==> config.mk <==
export PLATFORM = sky130hd
export DESIGN_NAME = bit_window
export DESIGN_NICKNAME = d
export VERILOG_FILES = /design/src/rtl/bit_window.sv
export SDC_FILE = /design/constraint.sdc
export NUM_CORES = 1
export LEC_CHECK = 0
export BUFFER_PORTS_ARGS = -buffer_cell sky130_fd_sc_hd__buf_4
export CAP_MARGIN = 20
export CORE_AREA = 2 2 44 46
export DETAILED_ROUTE_END_ITERATION = 6
export DIE_AREA = 0 0 46 48
export GPL_ROUTABILITY_DRIVEN = 0
export PLACE_DENSITY_LB_ADDON = 0.08
export SLEW_MARGIN = 20
export SYNTH_ARGS = -nofsm -noshare
export SYNTH_HDL_FRONTEND = slang
export SYNTH_SLANG_ARGS = --single-unit
export TNS_END_PERCENT = 100
==> constraint.sdc <==
create_clock -name vclk -period 6.2
set_input_delay 1.24 -clock vclk [all_inputs]
set_output_delay 1.24 -clock vclk [all_outputs]
set_load 0.005 [all_outputs]
==> src/rtl/bit_window.sv <==
module bit_window #(
  parameter int A_W        = 8,
  parameter int B_W        = 4,
  parameter int Y_W        = A_W,
  parameter bit SIGNED_OFF = 1'b1
) (
  input  logic [A_W-1:0] a_in,
  input  logic [B_W-1:0] off_in,
  input  logic           off_unknown,
  input  logic           fill_mode,
  output logic [Y_W-1:0] y_out,
  output logic [Y_W-1:0] fill_mask,
  output logic           y_ok
);

  localparam int AB  = $clog2(A_W + 1);
  localparam int YB  = $clog2(Y_W + 1);
  localparam int M1  = (B_W > AB) ? B_W : AB;
  localparam int IW  = ((M1 > YB) ? M1 : YB) + 2;
  localparam int AIW = (A_W > 1) ? $clog2(A_W) : 1;

  logic [IW-1:0] off_ext;

  generate
    if (SIGNED_OFF) begin : g_sext
      assign off_ext = {{(IW-B_W){off_in[B_W-1]}}, off_in};
    end else begin : g_zext
      assign off_ext = {{(IW-B_W){1'b0}}, off_in};
    end
  endgenerate

  assign y_ok = !off_unknown;

  for (genvar i = 0; i < Y_W; i++) begin : g_bit
    logic [IW-1:0] src;
    logic          hit;
    assign src          = off_ext + IW'(i);
    assign hit          = !src[IW-1] && (src < IW'(A_W));
    assign y_out[i]     = !off_unknown && hit && a_in[src[AIW-1:0]];
    assign fill_mask[i] = off_unknown || (fill_mode && !hit);
  end

  always_comb begin

    unknown_fill_chk: assert (!off_unknown || (!y_ok && y_out == '0 && fill_mask == '1));

    filled_zero_chk: assert ((y_out & fill_mask) == '0);

    zero_mode_mask_chk: assert (off_unknown || fill_mode || fill_mask == '0);

    aligned_bit_chk: assert (off_unknown || off_in != '0 || y_out[0] == a_in[0]);
  end

endmodule

-- Word-level counts from Yosys, hierarchy flattened
Index checks and enable logic that the tools add are counted.
- logic and storage cells: 96
- output and inout port bits: 17
- register bits after elaboration: 0
- muxes and demuxes: 16
- $add $sub $neg: 7
- reductions and logical operators: 57
- $lt $le $gt $ge: 16
- operators by type and width (operator ; number):
    6-bit by 4-bit less-than comparator with 1-bit output, second input constant ; 8
    1-bit logical AND ; 32
    3-bit by 4-bit less-than comparator with 1-bit output, second input constant ; 8
    1-bit binary-select mux with 3-bit select ; 8
    4-bit by 4-bit adder with 5-bit output, second input constant ; 4
    1-bit zero test ; 17
    4-bit by 3-bit adder with 5-bit output, second input constant ; 2
    1-bit logical OR ; 8
    1-bit two-way mux ; 8
    4-bit by 2-bit adder with 5-bit output, second input constant ; 1

-- Longest topological paths before layout
Gate-level depths: netlist (run 1).
- word-level depth: 6
- mapped depth: 7
- depth with buffers taken out: 5

-- Least setup slack after synthesis (run 1)
Ideal clock, no wire load.
- kind: input -> output
- start point: input off_in[1]
- end point: output y_out[7]
- path slack: 2.237 ns
- cell stages on the path: 6
- data arrival time: 2.723 ns
- required time: 4.960 ns
- cells stage by stage: clkbuf_1 inv_1 ha_1 a21bo_1 or4_4 a221oi_2
- longest elaborated chain between the ends: 5
- RTL lines (item ; RTL line ; RTL):
    start: declaration ; 8 ; input logic [B_W-1:0] off_in,
    4-bit by 4-bit adder with 5-bit output (*) ; 37 ; assign src = off_ext + IW'(i);
    6-bit by 4-bit less-than comparator with 1-bit output or 1-bit zero test (tied branches) ; 38 ; assign hit = !src[IW-1] && (src < IW'(A_W));
    1-bit logical AND ; 38 ;
    1-bit logical AND ; 39 ; assign y_out[i] = !off_unknown && hit && a_in[src[AIW-1:0]];
    1-bit logical AND (*) ; 39 ;
    end: declaration ; 11 ; output logic [Y_W-1:0] y_out,
Every way passes the cells marked *; elsewhere a longest branch is shown, timed or not. The select of a mux whose other input is x is not followed.

-- Worst setup path after layout (run 1)
- start point: input off_in[2]
- end point: output y_out[7]
Same word-level chain as after synthesis.

==> results of run 1 <==
==> cells by family (layout without fill, tap and decap cells) <==
kind of cell | after synthesis | after routing | share of synthesized area (%)
buffers and inverters | 11 | 37 | 8.13
AND/OR/NAND/NOR | 18 | 18 | 14.9
multiplexers | 15 | 15 | 38.3
AO/OA/AOI/OAI | 21 | 21 | 21.0
XOR/XNOR | 2 | 2 | 2.37
adder cells (fa/ha/maj) | 9 | 9 | 15.3
==> layer usage <==
metal	GRT usage [%]	wire, µm	vias to the layer above
li1	-	-	364
met1	23.7	856	363
met2	30.0	866	20
met3	0	57	0
met4	0	0	0
met5	0	0	-
==> synth_stat cells (2+ instances only) <==
| library cell | number |
|---|---|
| o21ai_0 | 3 |
| nand2b_1 | 2 |
| and3_1 | 2 |
| a21oi_1 | 5 |
| mux2i_1 | 5 |
| a211oi_1 | 3 |
| xor2_1 | 2 |
| inv_1 | 6 |
| nor3_1 | 2 |
| mux2_2 | 2 |
| mux4_1 | 8 |
| clkbuf_1 | 3 |
| or3_1 | 3 |
| ha_1 | 9 |
| a31o_2 | 3 |
| nand2_1 | 2 |
| nand3_1 | 3 |
==> final cells by class <==
type	count	area, µm²	area share, %
inverters	6	22.5	2.36
multi-input cells	65	678	71.0
repair buffers	31	233	24.4
well taps	17	21.3	2.23
==> path summary, 6_finish.rpt <==
path      start            to  depth (start not counted)
min   fill_mode  fill_mask[1]                          3
max   off_in[2]      y_out[7]                          7
==> power groups by stage <==
stage	combinational [mW]	sequential [mW]	clock, mW
after floorplan	0.0423	0	0
after global placement	0.0675	0	0
after detailed placement	0.0680	0	0
after CTS	0.0682	0	0
after global routing	0.0751	0	0
final	0.0681	0	0
==> metrics by stage <==
stage	hold WS (ns)	area, µm²	cells
final	2.81	955	119
after global routing	2.82	955	119
after CTS	2.81	955	119
after detailed placement	2.81	955	119
after global placement	2.81	955	119
after floorplan	2.52	738	76
==> impl_metrics.yaml, run 1 <==
clock_network:
  cts_resized: 0
  post_cts_buffers: 0
  cts-hold-fix-buffers: 0
grt:
  grt_max_degree: 16
  grt_pass1_wl_um: 2760
  grt_pass1_vias: 582
  track_usage_pct: 16.6
  overflow: 0
  antenna_found_initial: 0
sta:
  slew_viol_final: 0
  tns_ns: 0
  hold_viol: 0
  worst_slack_ns: 2.09
  fmax_ghz: 0.244
  period_needed_ns: 4.11
  finalCritPeriodShare_pct: 66.2
  rsz0062_at_grt: "no"
  worst_pin_slew_ns: 0.324
  relSlewSlack_pct: 78.4
  finalSetupViolations: 0
place:
  place_hpwl_um: 1470
  pre_cts_slack_ns: 2.10
  io_buffers: 31
yosys:
  synth.net_count: 99
  ys_warn_count: 0
  synth_area_um2: 738
  yosysTopAreaCellShare_pct: 28.5
  syn-instance-count: 76
  yosys.area.top_type: "mux4_1"
  yosysSeqAreaShare_pct: 0
  synth_cell_types: 30
  synthTopCellsByArea: "mux4_1 28%, ha_1 15%, mux2i_1 6.8%"
  syn_area_per_cell_um2: 9.71
cells_and_area:
  nets: 127
  final_common_cell: "buf_4"
  num-fill-cells: 165
  antenna_cells: 0
  clock_buffer_count: 0
  layout_common_cells: "31 x buf_4, 9 x ha_1, 8 x mux4_1, 6 x inv_1"
  design.seq.count: 0
  area_growth_pct: 29.3
  regArea_um2: 0
  utilization_pct: 56.5
  drive_gt1_share_pct: 38.2
setup_path:
  cp.required_ns: 4.96
  path_cells: "buf_4 -> inv_1 -> ha_1 -> a21bo_1 -> or4_4 -> a221oi_2 -> buf_4"
  startpoint_type: "input pin"
  cp_slowest_cell: "or4_4"
  end_kind: "primary output"
  path_common_cell: "buf_4"
  path_delay_family: "simple AND/OR/NAND/NOR gates"
  cp_max_fo: 8
  slowest_delay_ns: 0.48
  critPathKind: "input pin to primary output"
  critPathArrivalTime_ns: 2.87
  path_buf_inv: 3
floorplan:
  start_util_pct: 43.7
  die_area_mm2: 0.00221
  core_area_mm2: 0.00169
  rows: 15
  die-height_um: 48
  pin_count: 31
  die_w_um: 46
routing:
  initialDrtViolationCount: 11
  dr.pass1.iters: 4
  finalWirelength_um: 1780
  vias: 747
  detail_route.wl_per_cell_um: 15.0
  viasPerCell: 6.28
  drc_errors: 0
  drtAntennaViolNets: 0
pwr:
  pwr-share-seq_pct: 0
  p_int_uw: 37.0
  clkPwrFrac_pct: 0
  switchingPower_uw: 31.1
  p_per_area_mw_per_mm2: 71.3
  swShare_pct: 45.7
  power_uw: 68.1
  peakVddDrop_v: 0.0000317
  comb_power_share_pct: 100.0
  leakage_nw: 0.467
job:
  cap_violations: 0
status:
  status: "finished clean"
hold_path:
  hp-class: "input pin to primary output"
Power figures use the tool's default switching activity.
==> run 2: changes to the inputs <==
Settings changed: ABC_AREA from default to 1, CORE_AREA 2 2 44 46 to 2 2 45 47, DIE_AREA 0 0 46 48 to 0 0 47 49.
Clock period 6.2 ns to 4.1 ns, I/O delays scaled along.
==> run 2 against run 1 <==
Against the previous run: core utilization is 1.6 points lower; critical path type unchanged; largest power group unchanged; sequential share of layout area unchanged; die area is 4.3% higher; largest cell class unchanged; non-clock buffer count is the same; synthesized area rose by 4.1%.
==> impl_metrics.yaml, run 2 <==
grt:
  grt_max_degree: 16
  track_usage_pct: 20.1
  grt_pass1_wl_um: 3640
  overflow: 0
  grt_pass1_vias: 877
  antenna_found_initial: 0
sta:
  relSlewSlack_pct: 66.1
  worst_pin_slew_ns: 0.506
  fmax_ghz: 0.336
  rsz0062_at_grt: "no"
  worst_hold_slack_ns: 1.91
  hold_viol: 0
  period_needed_ns: 2.98
  tns_ns: 0
  finalCritPeriodShare_pct: 72.6
  slew_viol_final: 0
  finalSetupViolations: 0
job:
  cap_violations: 0
cells_and_area:
  nets: 218
  drive_gt1_share_pct: 17.6
  num-fill-cells: 213
  regArea_um2: 0
  clock_buffer_count: 0
  design.seq.count: 0
  antenna_cells: 0
  utilization_pct: 55.0
  final_common_cell: "nand2_1"
  layout_common_cells: "74 x nand2_1, 31 x buf_4, 24 x nor2_1, 24 x nand3_1, 19 x inv_1"
  area_growth_pct: 31.8
routing:
  drc_errors: 0
  finalWirelength_um: 2210
  detail_route.wl_per_cell_um: 10.0
  vias: 1035
  viasPerCell: 4.70
  dr.pass1.iters: 4
  drtAntennaViolNets: 0
  initialDrtViolationCount: 29
floorplan:
  die_w_um: 47
  rows: 16
  core_area_mm2: 0.00184
  die-height_um: 49
  die_area_mm2: 0.00230
  pin_count: 31
  start_util_pct: 41.7
setup_path:
  startpoint_type: "input pin"
  critPathKind: "input pin to primary output"
  cp.required_ns: 3.28
  cp_max_fo: 10
  critPathArrivalTime_ns: 2.16
  end_kind: "primary output"
yosys:
  syn-instance-count: 164
  ys_warn_count: 0
  yosys.area.top_type: "nand2_1"
  synth_cell_types: 14
  synth.net_count: 187
  synth_common_cells: "74 x nand2_1, 24 x nand3_1, 24 x nor2_1"
  synth_area_um2: 768
  syn_area_per_cell_um2: 4.68
  yosysSeqAreaShare_pct: 0
  yosysTopAreaCellShare_pct: 36.2
  synthTopCellsByArea: "nand2_1 36%, nand3_1 16%, ha_1 15%"
  synth.most_common_cell: "nand2_1"
clock_network:
  cts_resized: 0
  post_cts_buffers: 0
  cts-hold-fix-buffers: 0
hold_path:
  hp-class: "input pin to primary output"
  min-delay-start: "fill_mode"
  whs_endpoint: "fill_mask[7]"
  worstHoldPathCells: 4
pwr:
  power_uw: 118
  leakage_nw: 0.631
  peakVddDrop_v: 0.0000472
  p_per_area_mw_per_mm2: 117
place:
  place_hpwl_um: 1840
  io_buffers: 31
status:
  status: "finished clean"
[run 2: cell count changes after synthesis, sizes merged, moves of 3 or more]
cell    delta
clkbuf     -3
mux4       -8
or3        -3
nand2     +73
inv       +14
nor2      +25
nand3     +21
mux2i      -5
a211oi     -3
a31o       -4
[run 2: layer usage]
| layer | track usage [%] | vias up | part of all wire, % |
|---|---|---|---|
| met2 | 36.1 | 24 | 50 |
| met5 | 0 | - | 0 |
| met3 | 0 | 0 | 2.7 |
| met1 | 27.8 | 447 | 47 |
| met4 | 0 | 0 | 0 |
| li1 | - | 564 | - |
[run 2: worst max-delay path, cell delays in order]
cell and delay [ns]:
buf_4 0.15, inv_1 0.22, ha_1 0.34, inv_1 0.14, nand3_1 0.09, nand2_1 0.10, nand2_1 0.06, nand2_1 0.07
nor2_1 0.04, buf_4 0.13
[run 2: cells by family after synthesis]
family                   after synthesis  synth area share (%)
XOR/XNOR                               2                  2.28
adder cells (fa/ha/maj)                9                  14.7
AO/OA/AOI/OAI                          5                  3.26
AND/OR/NAND/NOR                      125                  66.6
buffers and inverters                 23                  13.2
[run 2: worst max path at each step]
| stage | startpoint | depth (start not counted) | to |
|---|---|---|---|
| global placement | off_in[1] | 10 | y_out[5] |
| finish | off_in[1] | 10 | y_out[5] |
| detailed placement | off_in[1] | 10 | y_out[3] |
| floorplan | off_in[1] | 8 | y_out[5] |
| global route | off_in[1] | 10 | y_out[7] |
| CTS | off_in[1] | 10 | y_out[3] |
[run 2: report_power, final]
part | leakage (nW) | total (mW) | switching (mW) | internal (mW)
combinational | 0.631 | 0.118 | 0.0669 | 0.0516
clock | 0 | 0 | 0 | 0
sequential | 0 | 0 | 0 | 0
[run 2: through the flow]
stage               worst slack, ns  cell area [µm²]  instances
floorplan                      1.61              768        164
global placement               1.17             1010        220
detailed placement             1.13             1010        220
CTS                            1.13             1010        220
global route                  0.993             1010        220
finish                         1.12             1010        220
[run 2: layout make-up]
type                            instances  area [µm²]  area share (%)
Multi-Input combinational cell        141         667            65.9
Timing Repair Buffer                   31         233            23.0
Inverter                               21        78.8            7.79
Tap cell                               27        33.8            3.34
